<file path="config.mk">
export PLATFORM = sky130hd
export DESIGN_NAME = dram_buf_arbiter
export DESIGN_NICKNAME = d
export VERILOG_FILES = /design/src/rtl/dbarb_pkg.sv /design/src/rtl/dbarb_rfsh_timer.sv /design/src/rtl/dbarb_rank_pick.sv /design/src/rtl/dram_buf_arbiter.sv
export SDC_FILE = /design/constraint.sdc
export NUM_CORES = 1
export LEC_CHECK = 0
export BUFFER_PORTS_ARGS = -buffer_cell sky130_fd_sc_hd__buf_2
export CELL_PAD_IN_SITES_DETAIL_PLACEMENT = 0
export CELL_PAD_IN_SITES_GLOBAL_PLACEMENT = 1
export CORE_MARGIN = 4
export CORE_UTILIZATION = 39
export CTS_BUF_LIST = sky130_fd_sc_hd__clkbuf_8
export CTS_CLUSTER_DIAMETER = 80
export DETAILED_ROUTE_END_ITERATION = 8
export PLACE_DENSITY = 0.85
export SYNTH_ARGS = -nofsm -noshare
export SYNTH_HDL_FRONTEND = slang
export SYNTH_SLANG_ARGS = --single-unit
</file>
<file path="constraint.sdc">
create_clock -name clk -period 2.4 [get_ports clk]
set_clock_uncertainty 0.2 [all_clocks]
set_input_delay 0.48 -clock clk [delete_from_list [all_inputs] [get_ports clk]]
set_output_delay 0.48 -clock clk [all_outputs]
set_load 0.01 [all_outputs]
</file>
<file path="src/rtl/dbarb_pkg.sv">
package dbarb_pkg;

   // Map a rank position (0 = highest) to a source index in port order.
   // Port order: fe[0..F-1], cpu=F, scsi=F+1, ecc=F+2, refresh=F+3.
   // Rank order: fe[0..C-1], cpu, fe[C..F-1], refresh, scsi, ecc.
   function automatic int src_of_rank(input int r, input int f, input int c);
      if (r < c)          return r;
      else if (r == c)    return f;
      else if (r <= f)    return r - 1;
      else if (r == f+1)  return f + 3;
      else if (r == f+2)  return f + 1;
      else                return f + 2;
   endfunction

endpackage

</file>
<file path="src/rtl/dbarb_rfsh_timer.sv">
module dbarb_rfsh_timer #(
   parameter int RFSH_CYCLES = 528
) (
   input  logic clk,
   input  logic rst_n,
   input  logic clr,
   output logic pend
);
   localparam int CW = (RFSH_CYCLES > 2) ? $clog2(RFSH_CYCLES) : 1;

   if (RFSH_CYCLES < 2) begin : g_bad_period
      $error("RFSH_CYCLES must be at least 2");
   end

   logic [CW-1:0] cnt_q;
   logic          wrap;

   assign wrap = (cnt_q == CW'(RFSH_CYCLES - 1));

   always_ff @(posedge clk) begin
      if (!rst_n) begin
         cnt_q <= '0;
         pend  <= 1'b0;
      end else begin
         cnt_q <= wrap ? '0 : cnt_q + 1'b1;
         if (wrap)      pend <= 1'b1;
         else if (clr)  pend <= 1'b0;
      end
   end

   // a new refresh is raised only when the interval counter wraps
   a_r7_pend_source: assert property (@(posedge clk) disable iff (!rst_n)
      $rose(pend) |-> ($past(cnt_q) == CW'(RFSH_CYCLES - 1)));
endmodule

</file>
<file path="src/rtl/dbarb_rank_pick.sv">
module dbarb_rank_pick
   import dbarb_pkg::*;
#(
   parameter int FE_SRCS  = 5,
   parameter int CPU_SLOT = 2,
   parameter int NSRC     = FE_SRCS + 4
) (
   input  logic [NSRC-1:0] elig,
   output logic [NSRC-1:0] pick
);
   logic [NSRC-1:0] by_rank;
   logic [NSRC-1:0] win_rank;

   for (genvar r = 0; r < NSRC; r++) begin : g_to_rank
      assign by_rank[r] = elig[src_of_rank(r, FE_SRCS, CPU_SLOT)];
   end

   always_comb begin
      win_rank = '0;
      for (int r = 0; r < NSRC; r++) begin
         if (by_rank[r] && (win_rank == '0)) win_rank[r] = 1'b1;
      end
   end

   for (genvar r = 0; r < NSRC; r++) begin : g_from_rank
      assign pick[src_of_rank(r, FE_SRCS, CPU_SLOT)] = win_rank[r];
   end

   // winner is one-hot whenever anything is eligible
   always_comb begin
      a_r2_pick_onehot: assert ((elig == '0) || ($countones(pick) == 1));
   end
endmodule

</file>
<file path="src/rtl/dram_buf_arbiter.sv">
module dram_buf_arbiter
   import dbarb_pkg::*;
#(
   parameter int FE_SRCS     = 5,
   parameter int CPU_SLOT    = 2,
   parameter int RFSH_CYCLES = 528
) (
   input  logic               clk,
   input  logic               rst_n,
   input  logic [FE_SRCS-1:0] fe_req,
   input  logic               cpu_req,
   input  logic               scsi_req,
   input  logic               scsi_burst,
   input  logic               ecc_req,
   input  logic               ecc_burst,
   input  logic               cyc_done,
   output logic [FE_SRCS+2:0] grant,
   output logic               rfsh_gnt
);
   localparam int NSRC     = FE_SRCS + 4;
   localparam int IDX_CPU  = FE_SRCS;
   localparam int IDX_SCSI = FE_SRCS + 1;
   localparam int IDX_ECC  = FE_SRCS + 2;
   localparam int IDX_RF   = FE_SRCS + 3;

   if (FE_SRCS < 1 || CPU_SLOT < 0 || CPU_SLOT > FE_SRCS) begin : g_bad_cfg
      $error("CPU_SLOT must lie within 0..FE_SRCS and FE_SRCS >= 1");
   end

   logic [NSRC-1:0] own_q, req_v, elig, pick;
   logic            rf_pend, decide, cont;

   assign req_v  = {rf_pend, ecc_req, scsi_req, cpu_req, fe_req};
   assign cont   = (own_q[IDX_SCSI] & scsi_burst) | (own_q[IDX_ECC] & ecc_burst);
   assign decide = ~(|own_q) | cyc_done;
   assign elig   = req_v & ~(own_q & {NSRC{cyc_done & ~cont}});

   dbarb_rank_pick #(
      .FE_SRCS (FE_SRCS),
      .CPU_SLOT(CPU_SLOT),
      .NSRC    (NSRC)
   ) u_pick (
      .elig(elig),
      .pick(pick)
   );

   dbarb_rfsh_timer #(
      .RFSH_CYCLES(RFSH_CYCLES)
   ) u_rfsh (
      .clk  (clk),
      .rst_n(rst_n),
      .clr  (decide & pick[IDX_RF]),
      .pend (rf_pend)
   );

   always_ff @(posedge clk) begin
      if (!rst_n)      own_q <= '0;
      else if (decide) own_q <= pick;
   end

   assign grant    = own_q[NSRC-2:0];
   assign rfsh_gnt = own_q[IDX_RF];

   // never more than one owner
   a_r2_onehot: assert property (@(posedge clk) disable iff (!rst_n)
      $onehot0(own_q));
   // idle buffer with a request grants at the next edge
   a_r2_idle_grant: assert property (@(posedge clk) disable iff (!rst_n)
      (own_q == '0) && (req_v != '0) |=> (own_q != '0));
   // grant frozen until the completion strobe
   a_r3_hold: assert property (@(posedge clk) disable iff (!rst_n)
      (own_q != '0) && !cyc_done |=> $stable(own_q));
   // a waiting frame write wins every decision it is eligible for
   a_r4_frame_top: assert property (@(posedge clk) disable iff (!rst_n)
      decide && fe_req[0] && !(own_q[0] && cyc_done) |=> own_q[0]);
   // burst continues when nothing of higher rank waits
   a_r6_scsi_cont: assert property (@(posedge clk) disable iff (!rst_n)
      cyc_done && own_q[IDX_SCSI] && scsi_burst && scsi_req
      && (fe_req == '0) && !cpu_req && !rf_pend |=> own_q[IDX_SCSI]);
   // refresh holds for one access only
   a_r7_single: assert property (@(posedge clk) disable iff (!rst_n)
      own_q[IDX_RF] && cyc_done |=> !own_q[IDX_RF]);
endmodule

</file>
==> metrics list <==
- Outcome: finished, final reports clean
- Vias: 874
* Timing-limited maximum frequency: 0.4750 GHz
- Antenna violations before repair: 0
* Clock period minus final worst setup slack: 2.105 ns
- By startpoint and endpoint, the worst setup path is classified as flip-flop to flip-flop.
* TritonCTS clock tree: built
* HPWL after detailed placement: 1.628 mm
- Port-buffer cells: 21
- Tracing the worst setup path back leads to its startpoint at own_q[7]$_SDFFE_PN0N_.
- The count of final hold-check violations was 0.
- In the routed layout, each cell is associated on average with a via count of 5.362.
- Worst path cell trace: a21bo_2 -> o31a_1 -> or4_1 -> and3b_2 -> a22o_2
* CP endpoint: own_q[8]$_SDFFE_PN0N_
* Net load switching power: 0.1609 mW
* Cts bufs inserted: 3
* Hold WC Path Type: flip-flop to flip-flop
* Placed instance area: 1095 um^2
* Synthesized area per cell: 8.712 um^2
* Number of warning messages in the yosys log: 0
- Setup repair after global routing left no endpoint under its margin.
- Filler instances: 223
- Together, buffers and inverters on the worst path number 0.
* Number of cells produced by synthesis: 107
* Critical path depth: 5
- Post_cts resized: 0
- Maximum number of pins on one net before global-route repair: 13
- Pint: 0.5979 mW
- 22 I/O pins were placed.
* Number of H-tree levels: 1
- Die Height: 56.89 um
- Cell chosen for the clock root: clkbuf_8
- Post-CTS Setup Repair Bufs: 0
* Clk sinks: 20
* Reg2reg setup slack: 0.29 ns
- Actual transition at the worst max-transition pin: 0.3446 ns
- Clock network fraction of total power: 0.441
* Maximum buffer depth of the clock tree: 2
* Layout-stage area growth over the synthesis result: 25.10%
- Dividing the final minimum period by the clock period gives 0.8772.
* Average wire per standard cell: 12.74 um
- The share of total power dissipated in sequential elements is 0.461.
- Final Util: 0.5221
- Cell count of the worst reg-to-reg path: 5
- On the critical path the largest part of the delay comes from simple AND/OR/NAND/NOR gates.
- Finish-stage setup viols: 0
- Area of the mapped netlist: 932.1 um^2
* Synthesized net count: 121
* Area inside the core boundary: 2233 um^2
- GRT Util Overall: 0.1384
- STA classifies the critical path startpoint as a flip-flop.
- Wire length of the first global-routing pass: 3.546 mm
- Slew Limit Headroom: 0.7685
* Number of global-route vias before repair: 841
* Critical-path maximum fanout: 6
* Drt first pass iters: 4
- In the routed design, unresolved DRC markers number 0.
- Fraction of final layout cells sized beyond drive strength 1: 0.2519
- For this run the aggregate overflow at the end of global routing stands at 0.
- Of the synthesized area, sequential elements account for 0.4295.
- Post-CTS Hold Fix Bufs: 0
- 0 antenna diodes ended up in the layout.
* Final RePlAce weighted congestion: 0.8612
* Static leakage power: 0.5143 nW
- Across the run, the number of max-cap violations was 0.
* Antenna-violating nets left: 0
- Across the VDD grid, the largest voltage drop is 0.3667 mV.
* Critical register-to-register path startpoint: own_q[7]$_SDFFE_PN0N_
- Measured along the x axis, the die boundary spans 56.89 um.
- Areal power density over the cells: 650.7 nW/um^2
- Cell Rows: 17
* Initial core utilization: 0.4174
* Setup TNS Final: 0 ns
* Post-Layout Inst Area: 1166 um^2
- In this run the critical register-to-register path is captured at own_q[8]$_SDFFE_PN0N_.
* Stage delay of the slowest cell on the critical path: 0.53 ns
* Number of synthesized register bits: 20
* Number of DRC violations after detailed-routing iteration 0: 20
- Data on the critical path arrives at its endpoint at 2.11 ns.
- The worst hold path begins at own_q[5]$_SDFFE_PN0N_.
* Final #Nets: 150
- Setup crit end kind: flip-flop
- Switch share: 0.2121
- Clock latency of the later-clocked register in the worst-skew pair: 0.26 ns
- Clock input transition at the sequential cells of the worst setup and hold paths: 0.07 ns
- For this design, the slowest cell found on the critical path is or4_1.
* Required arrival time at the worst endpoint: 2.41 ns
* Distinct cells, synth: 34
* Part of the total power dissipated in combinational logic: 0.098
- Max-slew violation count: 0
- Routed wire length: 2.076 mm
* Die Footprint: 3236 um^2
[final cells by class]
class	instances	area [um^2]	area share
Timing Repair Buffer	24	127.6	0.1094
Multi-Input combinational cell	78	498.0	0.4270
Clock buffer	3	41.29	0.03541
Clock inverter	1	30.03	0.02575
Tap cell	28	35.03	0.03004
Inverter	9	33.78	0.02897
Sequential cell	20	400.4	0.3433
[metrics by stage]
| step | hold WS, ns | setup WS, ns | total power [mW] | cells |
|---|---|---|---|---|
| after detailed placement | 0.2730 | 0.05838 | 0.4303 | 159 |
| final | 0.2792 | 0.2947 | 0.7588 | 163 |
| after global placement | 0.2464 | 0.1046 | 0.4295 | 159 |
| after CTS | 0.2853 | 0.3073 | 0.7648 | 163 |
| after global routing | 0.3093 | 0.1914 | 0.7882 | 163 |
| after floorplan | 0.2261 | 0.2624 | 0.3982 | 107 |
[worst reg2reg max path, cell delays in order (launching register included)]
cell,delay [ns]
dfxtp_1,0.37
a21bo_2,0.22
o31a_1,0.32
or4_1,0.53
and3b_2,0.29
a22o_2,0.13
[logic make-up (layout without fill, tap and decap cells)]
kind of cell | after synthesis | count (layout) | synth area share
and+or+nand+nor | 46 | 46 | 0.2604
DFF | 20 | 20 | 0.4295
adders and majority gates | 1 | 1 | 0.01342
xor gates and xnor gates | 8 | 8 | 0.07517
buffers and inverters | 9 | 37 | 0.03624
AOI/OAI and AO/OA | 23 | 23 | 0.1852
[how the worst min path moves through the flow]
stage                            endpoint  cells past startpoint
6_report            own_q[5]$_SDFFE_PN0N_                      2
5_1_grt             own_q[5]$_SDFFE_PN0N_                      2
4_1_cts             own_q[5]$_SDFFE_PN0N_                      2
3_5_place_dp        own_q[5]$_SDFFE_PN0N_                      2
3_3_place_gp   u_rfsh.cnt_q[0]$_SDFF_PP0_                      1
2_1_floorplan  u_rfsh.cnt_q[0]$_SDFF_PP0_                      1
[registers in the layout, indices dropped and copies added (netlist names)]
name,count
own_q,9
u_rfsh.cnt_q,10
u_rfsh.pend,1
[cells in the mapped netlist, drive strengths merged]
master	instances	area, um^2
dfxtp	20	400.4
xor2	7	61.31
xnor2	1	8.760
nor2	15	56.30
o31a	1	8.760
inv	9	33.78
a21boi	2	15.01
a32oi	2	17.52
nor2b	1	6.260
nand4b	1	8.760
nand3	4	20.02
a211oi	1	7.510
o31ai	3	22.52
nand2b	2	12.51
a41o	1	10.01
and4	1	8.760
or4	2	16.27
and2	3	18.77
a21oi	2	10.01
and3b	1	10.01
nand4	1	6.260
a21bo	1	10.01
a41oi	1	8.760
and3	3	18.77
ha	1	12.51
a31oi	2	12.51
nor3	3	15.01
and4b	1	10.01
nand2	6	22.52
nor4	2	12.51
o21ai	4	20.02
a22o	3	30.03
[power by group through the flow]
stage	clock network [mW]	registers, mW	logic (mW)
4_1_cts	0.342	0.349	0.0739
2_1_floorplan	0	0.358	0.0399
5_1_grt	0.353	0.351	0.0836
3_3_place_gp	0	0.357	0.0729
3_5_place_dp	0	0.357	0.0733
6_report	0.335	0.349	0.0746
[cells in the final DEF (no fill, tap or decap), drive strengths merged, types with 3 or more instances in the layout]
cell type,count
nor2,15
clkbuf,3
xor2,7
nor3,3
nand2,6
buf,24
inv,9
nand3,4
and2,3
and3,3
o31ai,3
dfxtp,20
o21ai,4
a22o,3
[metal layers]
metal  wire (um)  global-route usage  vias to the layer above
li1            -                   -                      441
met1        1023              0.1905                      393
met2         869              0.1925                       34
met3         141             0.02989                        6
met4          41             0.08609                        0
met5           0                   0                        -
Power figures use the tool's default switching activity.
